### src/rtl/serial_code_cmp.sv
module serial_code_cmp #(
  parameter int          CODE_LEN    = 5,
  parameter logic [4:0]  CODE        = 5'b11001,
  parameter int          NUM_DIGITS  = 7,
  parameter int          HOLD_CYCLES = 5000
) (
  input  logic                  clk,
  input  logic                  rst,
  input  logic                  bit_in,
  input  logic                  trig_in,
  output logic [NUM_DIGITS-1:0] an_n,
  output logic [6:0]            seg_n
);
  localparam int CNT_W  = $clog2(CODE_LEN + 1);
  localparam int HOLD_W = $clog2(HOLD_CYCLES + 1);
  localparam int SCAN_W = $clog2(NUM_DIGITS);

  localparam logic [6:0] GLY_0     = 7'b0000001;
  localparam logic [6:0] GLY_1     = 7'b1001111;
  localparam logic [6:0] GLY_E     = 7'b0110000;
  localparam logic [6:0] GLY_N     = 7'b1101010;
  localparam logic [6:0] GLY_BLANK = 7'b1111111;

  logic                trig_s1, trig_s2, trig_d, bit_s1, bit_s2;
  logic                press;
  logic [CODE_LEN-1:0] entry;
  logic [CNT_W-1:0]    count;
  logic                showing, matched;
  logic [HOLD_W-1:0]   hold;
  logic [SCAN_W-1:0]   scan;
  logic                sel_bit;

  assign press = trig_s2 & ~trig_d;

  always_ff @(posedge clk) begin
    if (rst) begin
      {trig_s1, trig_s2, trig_d, bit_s1, bit_s2} <= '0;
    end else begin
      trig_s1 <= trig_in;
      trig_s2 <= trig_s1;
      trig_d  <= trig_s2;
      bit_s1  <= bit_in;
      bit_s2  <= bit_s1;
    end
  end

  always_ff @(posedge clk) begin
    if (rst) begin
      entry   <= '0;
      count   <= '0;
      showing <= 1'b0;
      matched <= 1'b0;
      hold    <= '0;
    end else if (showing) begin
      if (hold == HOLD_W'(HOLD_CYCLES - 1)) begin
        showing <= 1'b0;
        entry   <= '0;
        count   <= '0;
        hold    <= '0;
      end else begin
        hold <= hold + 1'b1;
      end
    end else if (press) begin
      entry <= {entry[CODE_LEN-2:0], bit_s2};
      if (count == CNT_W'(CODE_LEN - 1)) begin
        showing <= 1'b1;
        matched <= ({entry[CODE_LEN-2:0], bit_s2} == CODE);
        hold    <= '0;
        count   <= '0;
      end else begin
        count <= count + 1'b1;
      end
    end
  end

  always_ff @(posedge clk) begin
    if (rst || scan == SCAN_W'(NUM_DIGITS - 1)) scan <= '0;
    else scan <= scan + 1'b1;
  end

  always_comb begin
    sel_bit = 1'b0;
    for (int i = 0; i < CODE_LEN; i++)
      if (scan == SCAN_W'(i)) sel_bit = entry[CODE_LEN-1-i];
  end

  assign an_n = ~(NUM_DIGITS'(1) << scan);

  always_comb begin
    if (!showing)                           seg_n = GLY_BLANK;
    else if (scan < SCAN_W'(CODE_LEN))      seg_n = sel_bit ? GLY_1 : GLY_0;
    else if (scan == SCAN_W'(CODE_LEN))     seg_n = matched ? GLY_E : GLY_N;
    else                                    seg_n = GLY_BLANK;
  end

  assert_one_anode_R8: assert property (@(posedge clk) disable iff (rst)
    $countones(~an_n) == 1);

  assert_scan_step_R8: assert property (@(posedge clk) disable iff (rst)
    (scan != SCAN_W'(NUM_DIGITS - 1)) |=> (scan == $past(scan) + 1'b1));

  assert_blank_idle_R3: assert property (@(posedge clk) disable iff (rst)
    !showing |-> seg_n == GLY_BLANK);

  assert_fifth_press_R2: assert property (@(posedge clk) disable iff (rst)
    (!showing && press && count == CNT_W'(CODE_LEN - 1)) |=> showing);

  assert_hold_frozen_R7: assert property (@(posedge clk) disable iff (rst)
    (showing && hold != HOLD_W'(HOLD_CYCLES - 1)) |=> (showing && $stable(entry) && $stable(matched)));

  assert_hold_end_R6: assert property (@(posedge clk) disable iff (rst)
    (showing && hold == HOLD_W'(HOLD_CYCLES - 1)) |=> (!showing && count == '0));
endmodule

### config.mk
export PLATFORM = sky130hd
export DESIGN_NAME = serial_code_cmp
export DESIGN_NICKNAME = d
export VERILOG_FILES = /design/src/rtl/serial_code_cmp.sv
export SDC_FILE = /design/constraint.sdc
export NUM_CORES = 1
export LEC_CHECK = 0
export ABC_AREA = 0
export BUFFER_PORTS_ARGS = -buffer_cell sky130_fd_sc_hd__buf_2
export CORE_MARGIN = 1
export CORE_UTILIZATION = 40
export CTS_CLUSTER_SIZE = 16
export DETAILED_ROUTE_END_ITERATION = 12
export HOLD_SLACK_MARGIN = 0.15
export PLACE_DENSITY = 0.71
export SLEW_MARGIN = 20
export SYNTH_ARGS = -nofsm -noshare
export SYNTH_HDL_FRONTEND = slang
export SYNTH_SLANG_ARGS = --single-unit
export TNS_END_PERCENT = 5
### constraint.sdc
create_clock -name clk -period 1.7 [get_ports clk]
set_input_delay 0.17 -clock clk [delete_from_list [all_inputs] [get_ports clk]]
set_output_delay 0.17 -clock clk [all_outputs]
set_load 0.005 [all_outputs]
== Yosys cells after proc, flatten, opt, wreduce, memory -nomap -nowiden ==
Cells that the tools add are included.
Storage, ports and cells
  flip-flop bits (word level): 31
  input bits: 4
  output and inout port bits: 14
Cells by class
  add/subtract/negate cells: 3
  magnitude comparators: 1
  equal/unequal tests: 10
  shifts and indexed selects: 1
  mux-type cells: 25
  bitwise operators: 4
  reduce and logical (&&, ||, !) cells: 7
Operator list (count)
  13-bit 2-to-1 mux: 4
  7-bit 2-to-1 mux: 5
  5-bit 2-to-1 mux: 3
  13-bit by 1-bit adder with 13-bit output (second input constant): 1
  13-bit equality test (second input constant): 1
  3-bit equality test (second input constant): 4
  3-bit 2-to-1 mux: 4
  1-bit 2-to-1 mux: 9
  7-bit NOT: 1
  1-bit by 3-bit left shift with 7-bit output (first input constant): 1
  3-bit by 1-bit adder with 3-bit output (second input constant): 2
  3-bit by 2-bit equality test with 1-bit output (second input constant): 2
  5-bit equality test (second input constant): 1
  2-bit AND reduction: 2
  2-bit nonzero test: 2
  3-bit by 1-bit equality test with 1-bit output (second input constant): 1
  3-bit logical NOT: 1
  3-bit less-than comparator (second input constant): 1
  3-bit AND reduction: 1
  2-bit by 1-bit inequality test with 1-bit output (second input constant): 1
  1-bit NOT: 2
  1-bit AND: 1
  1-bit logical OR: 1

== Depth between registers and ports, before layout ==
  word-level depth: 9
  mapped depth: 8

== Worst setup path before layout ==
No wires, ideal clock.
  path kind: register to output
  start: reg scan[1]
  end: out seg_n[3]
  data arrival time: 1.605 ns
  path slack: -0.075 ns
  cell stages (with the launch flop): 8
  buffers on the path: 1
  cell sequence: dfxtp_1 > inv_1 > ha_1 > nand3b_1 > a2111oi_0 > o22ai_1 > nand3_1 > buf_4
Between the ends
  cells in the longest elaborated chain, start to end: 9
  elaborated cells on any way between the ends: 16
  classes of those cells: order compare (1); eq/ne (5); mux (9); reduce/logical (1)
RTL lines
  start, declared: RTL line 30  | logic [SCAN_W-1:0] scan;
  start signal, assigned: RTL line 78  | else scan <= scan + 1'b1;
  3-bit logical NOT: RTL line 84  | if (scan == SCAN_W'(i)) sel_bit = entry[CODE_LEN-1-i];
  1-bit 2-to-1 mux (5 in series): RTL line 84
  7-bit 2-to-1 mux: RTL line 91  | else if (scan < SCAN_W'(CODE_LEN)) seg_n = sel_bit ? GLY_1 : GLY_0;
  7-bit 2-to-1 mux (*): RTL line 91
  7-bit 2-to-1 mux (*): RTL line 90  | if (!showing) seg_n = GLY_BLANK;
  end, declared: RTL line 12  | output logic [6:0] seg_n
Mark *: on every way between the ends. The rest lies on a longest branch, timed or not.

== Worst setup path in the final report ==
  start: reg scan[1]
  end: out seg_n[6]
Same word-level chain as after synthesis.

==> flow_summary_export.csv <==
group,metric,value,unit
run_status,outcome,"complete, but fails checks",
run_status,violations,"setup timing",
clock_network,cts_tree,"done",
global_routing,overflow,0,
place,routabilityCongestion,0.795,
timing,fin_ws,-254,ps
clock_network,h-tree-depth,2,
clock_network,clk_pin_slew_worst_paths,60,ps
place,hpwl,2210,microns
worst_setup_path,crit_required,1530,ps
synthesis,async_flop_share,0,
place,dpl.cell_count,243,
floorplanning,die_w,63.7,microns
power_and_ir_drop,switching_share,0.239,
floorplanning,die_h,63.7,microns
clock_network,numCtsBuffers,5,
drt,route.vias.total,1320,
global_routing,grt_max_degree,16,
synthesis,synthFlopType,"dfxtp_1",
min_path,holdPathStages,3,
finish,stdcell_count,255,
drt,drtAntennaViolNets,0,
drt,drc,0,
synthesis,syn_inst,166,
synthesis,synthTopCellsByArea,"dfxtp_1 41%, ha_1 6.6%, nor2_1 4.9%",
timing,hold_viol_final,0,
min_path,min_from,"rst",
synthesis,synthesis.area,1520,sq um
floorplanning,start_util,0.416,
drt,first_pass_iters,4,
worst_setup_path,r2r_cells,6,
timing,finalCriticalPeriod,1950,ps
clock_network,insertion_delay,290,ps
synthesis,synth_edf_count,0,
worst_setup_path,critical_path_class,"flip-flop to output port",
floorplanning,die_area,4060,sq um
worst_setup_path,cp-start-kind,"flip-flop",
floorplanning,core-area,3660,sq um
global_routing,grt_pass1_vias,1254,
worst_setup_path,endpoint_kind,"output port",
floorplanning,row_count,22,
clock_network,clock-sinks,31,
worst_setup_path,crit_arrival,1780,ps
power_and_ir_drop,p_leak,0.745,nW
timing,setup_viol,5,
synthesis,ys_types,41,
power_and_ir_drop,switchingPower,361,uW
power_and_ir_drop,powerDensity,766,nW/um^2
drt,drt_wl_total,3150,microns
timing,slew_headroom,0.785,
synthesis,netlist.area_leader.share,0.407,
power_and_ir_drop,pwr-share-comb,0.110,
timing,post-route-period-util,1.15,
drt,via_per_inst,5.18,
power_and_ir_drop,p_clk_frac,0.390,
global_routing,antenna_found_initial,0,
timing,fmax,512,MHz
finish,final_nets,219,
clock_network,clk_path_buf_depth,2,
finish,drive_gt1_frac,0.304,
timing,finClkSkew,6.80,ps
global_routing,track_usage,0.173,
synthesis,yosysSeqAreaShare,0.407,
finish,synthToLayoutAreaGrowth,29.0,%
synthesis,syn_area_per_cell,9.18,sq um
worst_setup_path,r2r_end,"hold[11]",
finish,diodes,0,
clock_network,root_buffer,"clkbuf_8",
worst_setup_path,rrSetupSlack,60,ps
synthesis,synthTopCellsByCount,"31 x dfxtp_1, 20 x nor2_1, 15 x nand2_1, 10 x inv_1",
min_path,hold_path.class,"input port to flip-flop",
floorplanning,pin_count,18,
place,numPortBuffers,17,
synthesis,yosysWarnings,0,
synthesis,synthesis.nets,178,
flow_run,drv_cap,0,
finish,n_fill_cell,334,
global_routing,grt_pass1_wl,5380,microns
power_and_ir_drop,power,1.51,mW
timing,rsz0062_at_grt,"true",
synthesis,ys_ff_latch,31,
synthesis,synth.most_common_cell,"dfxtp_1",
timing,worst_pin_slew,323,ps
power_and_ir_drop,p_int,1.14,mW
min_path,min_to,"scan[1]",
synthesis,synth_area_leader_cell,"dfxtp_1",
power_and_ir_drop,ir_drop,0.528,mV
worst_setup_path,crit-reg2reg-launch,"count[0]",
drt,drt-initial-drc-count,60,
power_and_ir_drop,seqPwrFrac,0.500,
worst_setup_path,crit_fanout,4,
timing,slew_violations,0,
drt,wl_per_cell,12.4,microns
## flip-flops by register name (all words and copies together), names as in the netlist
name     count
trig_s2      1
count        3
bit_s1       1
showing      1
bit_s2       1
scan         3
trig_s1      1
matched      1
hold        13
trig_d       1
entry        5
## per-stage QoR
step,area (sq um),util,worst slack [ps],setup TNS (ps),hold slack (ps)
after floorplan,1530,-,17.0,0,242
after global placement,1780,0.486,22.2,0,383
after detailed placement,1780,0.486,-19.1,-19.1,385
after CTS,1910,0.522,-266,-1060,228
after global routing,1970,0.537,-386,-1720,245
final,1970,0.537,-254,-1030,230
## cells in the final DEF (no fill, tap or decap), types with 2 or more instances in the layout
cell and count:
o211ai_1 2, a21oi_1 8, dfxtp_4 2, dfxtp_1 28, o2111ai_1 4, a22oi_1 6, dlygate4sd3_1 2, o21ai_1 2
and3_1 2, ha_4 2, o21ai_0 5, xor2_1 7, nor2b_1 8, buf_2 17, nor2_1 20, ha_1 5
and4_1 2, clkbuf_8 6, inv_1 8, nand3_1 2, or3_1 5, buf_4 21, nand2_1 15
## logic make-up (layout without fill, tap and decap cells)
group	count (synthesis)	after routing	share of synthesized area
mux	1	1	0.00657
simple gates	64	64	0.237
buf+inv	17	58	0.0575
xor+xnor	8	8	0.0460
fa+ha+maj	8	8	0.0657
flops	31	31	0.407
compound gates	37	37	0.180
## how the worst max path moves through the flow
stage / end / depth (start not counted) / startpoint
global placement: seg_n[3] / 7 / scan[0]
floorplan: seg_n[3] / 7 / scan[1]
finish: seg_n[6] / 7 / scan[1]
detailed placement: hold[11] / 6 / count[0]
global route: seg_n[3] / 8 / scan[1]
CTS: seg_n[2] / 7 / scan[1]
## area by class of cell
class / count / area, sq um / share of cell area
Clock buffer: 6 / 82.6 / 0.0420
Sequential cell: 31 / 629 / 0.320
Multi-Input combinational cell: 118 / 866 / 0.440
Inverter: 10 / 40.0 / 0.0204
Clock inverter: 1 / 5.00 / 0.00255
Timing Repair Buffer: 41 / 283 / 0.144
Tap cell: 48 / 60.1 / 0.0306
## routing by layer
metal  wire length [microns]  global-route usage  share of wire  up-vias
met5                       0                   0              0        -
met4                     112              0.0568          0.036        0
met3                     103              0.0707          0.033       10
met2                    1540               0.293           0.49       28
met1                    1390               0.194           0.44      614
li1                        -                   -              -      668
## critical path: stages (launching register included)
cell and delay [ps]:
dfxtp_4 380, inv_4 50, ha_4 150, nand3b_1 180, a2111oi_2 360, o22ai_1 140, nand3_1 110, buf_2 120
## power by group through the flow
stage	Sequential, mW	Clock, mW	Combinational (mW)
2_1_floorplan	0.767	0	0.0723
3_3_place_gp	0.765	0	0.134
3_5_place_dp	0.766	0	0.136
4_1_cts	0.750	0.603	0.147
5_1_grt	0.754	0.634	0.183
6_report	0.753	0.587	0.166
## timing repair
action,in CTS,in global routing
endpoints found under the setup margin,6,13
pin swaps,2,4
hold buffers,2,0
setup buffers,1,2
resized for setup,6,11
endpoints found under the hold margin,2,0
Note: power is estimated with default switching activity, not from simulation.
